### src/rtl/sinc_pkg.sv
package sinc_pkg;

  // Width of every integrator and of the filter-mode result.
  localparam int ACC_W = 27;

  typedef enum logic [1:0] {
    MODE_SAMPLE = 2'b00,
    MODE_FILT2  = 2'b01,
    MODE_FILT3  = 2'b10,
    MODE_FILT3B = 2'b11
  } conv_mode_e;

  // True when integrator stage g restarts from zero at the start of each
  // period: this realises the folded first comb of the filter modes.
  function automatic logic stage_restarts(input logic [1:0] m, input int unsigned g);
    return ((m == MODE_FILT2) && (g == 1)) || (m[1] && (g == 2));
  endfunction

  // True when the selected mode returns the fully combed sinc2 result.
  function automatic logic is_sample_mode(input logic [1:0] m);
    return m == MODE_SAMPLE;
  endfunction

  // Effective period: the fixed value in sample mode, else the clamped request.
  function automatic int unsigned effective_period(input logic [1:0] m,
                                                   input int unsigned req,
                                                   input int unsigned lo,
                                                   input int unsigned fixed);
    if (m == MODE_SAMPLE) return fixed;
    return (req < lo) ? lo : req;
  endfunction

endpackage

### src/rtl/sinc_period_timer.sv
module sinc_period_timer #(
  parameter int PER_W       = 14,
  parameter int PER_MIN     = 8,
  parameter int SAMPLE_LOG2 = 6
) (
  input  logic             clk,
  input  logic             rst_n,
  input  logic             clear,
  input  logic             run,
  input  logic [1:0]       mode,
  input  logic [PER_W-1:0] period,
  output logic [PER_W-1:0] count,
  output logic [PER_W-1:0] eff,
  output logic             first,
  output logic             last
);
  import sinc_pkg::*;

  localparam int SAMPLE_PERIOD = 1 << SAMPLE_LOG2;

  logic [PER_W-1:0] count_r;

  assign eff   = PER_W'(effective_period(mode, 32'(period), PER_MIN, SAMPLE_PERIOD));
  assign first = (count_r == '0);
  assign last  = (count_r == (eff - PER_W'(1)));
  assign count = count_r;

  always_ff @(posedge clk) begin
    if (!rst_n) begin
      count_r <= '0;
    end else if (clear) begin
      count_r <= '0;
    end else if (run) begin
      count_r <= last ? '0 : (count_r + PER_W'(1));
    end
  end

endmodule

### src/rtl/sinc_integrators.sv
module sinc_integrators #(
  parameter int ACC_W  = 27,
  parameter int STAGES = 3
) (
  input  logic                         clk,
  input  logic                         rst_n,
  input  logic                         clear,
  input  logic                         run,
  input  logic                         bit_in,
  input  logic [STAGES-1:0]            zero_base,
  output logic [STAGES-1:0][ACC_W-1:0] nxt
);

  for (genvar g = 0; g < STAGES; g++) begin : g_stage
    logic [ACC_W-1:0] acc_r;
    logic [ACC_W-1:0] feed;
    logic [ACC_W-1:0] base;

    if (g == 0) begin : g_head
      assign feed = {{(ACC_W-1){1'b0}}, bit_in};
    end else begin : g_tail
      assign feed = nxt[g-1];
    end

    assign base   = zero_base[g] ? '0 : acc_r;
    assign nxt[g] = base + feed;

    always_ff @(posedge clk) begin
      if (!rst_n) begin
        acc_r <= '0;
      end else if (clear) begin
        acc_r <= '0;
      end else if (run) begin
        acc_r <= nxt[g];
      end
    end
  end

endmodule

### src/rtl/sinc_sample_comb.sv
module sinc_sample_comb #(
  parameter int ACC_W = 27,
  parameter int OUT_W = 13
) (
  input  logic             clk,
  input  logic             rst_n,
  input  logic             clear,
  input  logic             strobe,
  input  logic [ACC_W-1:0] sum_in,
  output logic [OUT_W-1:0] result
);

  logic [ACC_W-1:0] z1_r;
  logic [ACC_W-1:0] z2_r;
  logic [ACC_W-1:0] c1;
  logic [ACC_W-1:0] c2;

  assign c1     = sum_in - z1_r;
  assign c2     = c1 - z2_r;
  assign result = c2[OUT_W-1:0];

  always_ff @(posedge clk) begin
    if (!rst_n) begin
      z1_r <= '0;
      z2_r <= '0;
    end else if (clear) begin
      z1_r <= '0;
      z2_r <= '0;
    end else if (strobe) begin
      z1_r <= sum_in;
      z2_r <= c1;
    end
  end

endmodule

### src/rtl/sinc_decim_front.sv
module sinc_decim_front #(
  parameter int PER_W       = 14,
  parameter int PER_MIN     = 8,
  parameter int SAMPLE_LOG2 = 6
) (
  input  logic                      clk,
  input  logic                      rst_n,
  input  logic                      en,
  input  logic                      bit_in,
  input  logic [1:0]                mode,
  input  logic [PER_W-1:0]          period,
  output logic [sinc_pkg::ACC_W-1:0] data_out,
  output logic                      ready
);
  import sinc_pkg::*;

  localparam int STAGES = 3;
  localparam int SAMP_W = 2 * SAMPLE_LOG2 + 1;

  // Named internal events, brought out for the checker.
  logic             restart;
  logic             clear;
  logic             run;
  logic             boundary;
  logic             period_first;
  logic             period_last;
  logic [PER_W-1:0] count;
  logic [PER_W-1:0] eff;

  logic [1:0]       mode_q;
  logic [PER_W-1:0] period_q;

  logic [STAGES-1:0]            zero_base;
  logic [STAGES-1:0][ACC_W-1:0] stage_nxt;
  logic [SAMP_W-1:0]            sample_word;
  logic [ACC_W-1:0]             filter_word;
  logic [ACC_W-1:0]             data_r;
  logic                         ready_r;

  assign restart  = en && ((mode != mode_q) || (period != period_q));
  assign clear    = !en || restart;
  assign run      = en && !restart;
  assign boundary = run && period_last;

  always_ff @(posedge clk) begin
    if (!rst_n) begin
      mode_q   <= '0;
      period_q <= '0;
    end else begin
      mode_q   <= mode;
      period_q <= period;
    end
  end

  sinc_period_timer #(
    .PER_W      (PER_W),
    .PER_MIN    (PER_MIN),
    .SAMPLE_LOG2(SAMPLE_LOG2)
  ) u_timer (
    .clk   (clk),
    .rst_n (rst_n),
    .clear (clear),
    .run   (run),
    .mode  (mode),
    .period(period),
    .count (count),
    .eff   (eff),
    .first (period_first),
    .last  (period_last)
  );

  for (genvar g = 0; g < STAGES; g++) begin : g_zero
    assign zero_base[g] = period_first && stage_restarts(mode, g);
  end

  sinc_integrators #(
    .ACC_W (ACC_W),
    .STAGES(STAGES)
  ) u_integ (
    .clk      (clk),
    .rst_n    (rst_n),
    .clear    (clear),
    .run      (run),
    .bit_in   (bit_in),
    .zero_base(zero_base),
    .nxt      (stage_nxt)
  );

  sinc_sample_comb #(
    .ACC_W(ACC_W),
    .OUT_W(SAMP_W)
  ) u_comb (
    .clk   (clk),
    .rst_n (rst_n),
    .clear (clear),
    .strobe(boundary && is_sample_mode(mode)),
    .sum_in(stage_nxt[1]),
    .result(sample_word)
  );

  assign filter_word = (mode == MODE_FILT2) ? stage_nxt[1] : stage_nxt[2];

  always_ff @(posedge clk) begin
    if (!rst_n) begin
      data_r  <= '0;
      ready_r <= 1'b0;
    end else begin
      ready_r <= boundary;
      if (boundary) begin
        data_r <= is_sample_mode(mode) ? {{(ACC_W-SAMP_W){1'b0}}, sample_word}
                                       : filter_word;
      end
    end
  end

  assign data_out = data_r;
  assign ready    = ready_r;

endmodule

### config.mk
export PLATFORM = sky130hd
export DESIGN_NAME = sinc_decim_front
export DESIGN_NICKNAME = d
export VERILOG_FILES = /design/src/rtl/sinc_pkg.sv /design/src/rtl/sinc_period_timer.sv /design/src/rtl/sinc_integrators.sv /design/src/rtl/sinc_sample_comb.sv /design/src/rtl/sinc_decim_front.sv
export SDC_FILE = /design/constraint.sdc
export NUM_CORES = 1
export LEC_CHECK = 0
export ABC_AREA = 1
export BUFFER_PORTS_ARGS = -buffer_cell sky130_fd_sc_hd__buf_2
export CAP_MARGIN = 10
export CORE_ASPECT_RATIO = 0.9
export CORE_MARGIN = 4
export CORE_UTILIZATION = 63
export DETAILED_ROUTE_END_ITERATION = 16
export HOLD_SLACK_MARGIN = 0.06
export PLACE_DENSITY = 0.81
export SLEW_MARGIN = 20
export SYNTH_ARGS = -nofsm -noshare
export SYNTH_HDL_FRONTEND = slang
export SYNTH_SLANG_ARGS = --single-unit
### constraint.sdc
create_clock -name clk -period 7 [get_ports clk]
set_input_delay 0.7 -clock clk [delete_from_list [all_inputs] [get_ports clk]]
set_output_delay 0.7 -clock clk [all_outputs]
set_load 0.005 [all_outputs]
==> summary.txt <==
Area Overhead vs Synth -> 8.53%
Min cycle time layout -> 5990 ps
Setup TNS -> 0 ps
Dpl cell area -> 12300 µm²
Peak Freq -> 167 MHz
Final layout net count -> 1993
Commonest cells post-synth -> 448 x nand2_1, 319 x inv_1, 218 x nor2_1, 165 x dfxtp_1, 116 x a21oi_1
# setup viols final -> 0
Synth top area cells -> dfxtp_1 28%, nand2_1 14%, inv_1 10%, ha_1 8.4%, nor2_1 6.9%
Gr ovfl total -> 0
RePlAce Congestion -> 1.00
Final hold violations -> 0
Post-synthesis sequential area ratio -> 27.8%
Final instance area -> 12900 µm²
CP required -> 7380 ps
Layout Skew -> 9.59 ps
Post-layout util -> 69.8%
Chip Height -> 138 µm
IO Port Bufs -> 47
YS warnings -> 0
Count of different cell masters after synthesis -> 51
Initial antenna violation count -> 0
Delay-heaviest family, CP -> simple AND/OR/NAND/NOR gates
Unrepaired setup endpoints after global routing -> false
# DRC -> 0
Vias -> 12000
Clock Path Buffers -> 2
Slew of the pin with the lowest slew margin -> 917 ps
First-pass GRT wire length -> 52900 µm
Period utilization -> 85.6%
Share of post-route cells with drive strength above 1 -> 7.83%
Peak VDD IR -> 0.175 mV
P_leak -> 0.00663 µW
Post-CTS setup buffers -> 0
DR top layer -> met4
Cell Pwr Density -> 159 nW/µm²
Placed instance count -> 2115
Fin cells -> 2147
Core area -> 18500 µm²
Crit path arrival time -> 6370 ps
Top-count cell post-synth -> nand2_1
Die W -> 153 µm
Status -> finished clean
Crit path max fanout -> 10
Max-Cap Viols -> 0
Vias per cell -> 5.61
Vias in the first global route -> 10900
Sink Count -> 165
CTS clk-pin slew, worst paths -> 70 ps
Starting DRT DRC Count -> 1265
CTS Hold Bufs -> 0
H-Tree Level Count -> 4
WL met2 -> 14500 µm
Post-Route M1 WL -> 14700 µm
Clock root cell -> clkbuf_16
# diodes -> 0
WS Path Type -> flop to flop
Cell taking the most area after synthesis -> dfxtp_1
Site Rows -> 47
Ys async rst share -> 0%
Slowest cell delay on critical path -> 410 ps
ANT nets after route -> 0
Mapped cell area -> 11900 µm²
DR WL/cell -> 15.3 µm
Die ar. -> 21100 µm²
Syn Inst Count -> 1853
All-layer global routing usage -> 30.2%
Pre-Repair DR Iteration Count -> 6
Syn Area/Cell -> 6.41 µm²
Worst skew pair latency -> 450 ps
FF-to-FF setup slack -> 1010 ps
Slew Limit Headroom -> 38.9%
Share of the synthesized area in the top cell type -> 27.8%
CTS tree -> built
Post-CTS sizing -> 0
I/O pin cnt -> 48
Final Power -> 2050 µW
Critical Path Source Type -> flop
Drt total wl -> 32800 µm
Count of flip-flops with a built-in enable after synthesis -> 0
Synth Net Count -> 1957
Yosys reg bits -> 165
Top FF cell, synth -> dfxtp_1
Met3 WL -> 2770 µm
CTS Buf Count -> 17
Largest net degree at the start of global routing -> 82
CP bufs+invs -> 5
Initial Util -> 64.3%
Final Max Tran Viols -> 0
Hold Path Class -> primary input to flop
CP max stage cell -> nand3_1
Crit. End Element -> flop
Final HPWL DP -> 24900 µm
cells in the final DEF (no fill, tap or decap), types with 5 or more instances in the layout:
master,Yosys,routed
a21oi_1,116,116
a21oi_2,13,13
buf_2,2,47
buf_4,2,7
clkbuf_16,0,17
clkinvlp_4,0,6
dfxtp_1,165,165
ha_1,80,80
inv_1,319,319
nand2_1,448,448
nand3_1,110,110
nand3b_1,5,5
nand4_1,39,39
nor2_1,218,217
nor2_2,9,10
nor3_1,26,26
nor4_1,6,6
o211a_1,6,6
o21ai_0,70,70
o21ai_1,14,14
o21bai_1,9,9
o22ai_1,8,8
or2_2,18,18
xnor2_1,21,21
xor2_1,54,54
cell type report:
| cell class | instances | area, µm² |
|---|---|---|
| Clock buffer | 20 | 457 |
| Fill cell | 1586 | 5570 |
| Tap cell | 245 | 307 |
| Timing Repair Buffer | 54 | 288 |
| Multi-Input combinational cell | 1325 | 7150 |
| Clock inverter | 12 | 154 |
| Sequential cell | 165 | 3300 |
| Inverter | 326 | 1230 |
metal layers:
| layer | global-route usage, % | up-vias |
|---|---|---|
| li1 | - | 5967 |
| met1 | 43.0 | 5480 |
| met2 | 47.1 | 523 |
| met3 | 5.28 | 70 |
| met4 | 9.47 | 0 |
| met5 | 0 | - |
worst register-to-register path: cells and delay by family, from the launching register on:
family,cells,cell delay [ps]
AOI/OAI and AO/OA,7,1280
adders and majority gates,4,1250
and+or+nand+nor,14,2080
xor gates and xnor gates,2,520
buffers and inverters,5,470
DFF,1,340
registers in the layout (all words and copies together), names as in the netlist:
name / count
u_comb.z1_r: 13
data_out: 27
mode_q: 2
u_timer.count: 14
period_q: 14
u_comb.z2_r: 13
ready: 1
u_integ.g_stage.acc_r: 81
final timing paths:
path / startpoint / to / cells past startpoint
worst max-delay path: u_timer.count[0] / data_out[11] / 32
worst min-delay path: period[2] / period_q[2] / 3
worst max register to register: u_timer.count[0] / data_out[11] / 32
worst min register to register: u_comb.z2_r[0] / u_comb.z2_r[0] / 2
cells by family (layout without fill, tap and decap cells):
kind of cell	after synthesis	after routing	synth area share [%]
simple gates	901	901	32.7
buf+inv	363	412	12.0
compound gates	265	265	12.9
flops	165	165	27.8
fa+ha+maj	84	84	9.10
xor+xnor	75	75	5.53
metrics by stage:
stage | setup WS [ps] | hold WS [ps]
final | 1010 | 462
after global placement | 695 | 439
after global routing | 338 | 469
after floorplan | 1800 | 430
after detailed placement | 798 | 453
after CTS | 1110 | 455
report_power, final:
group          leakage (µW)  internal (µW)  switching [µW]
Sequential          0.00133            943            2.49
Clock              0.000280            579             410
Combinational       0.00502           35.6            84.9
(Power assumes the default switching activity.)
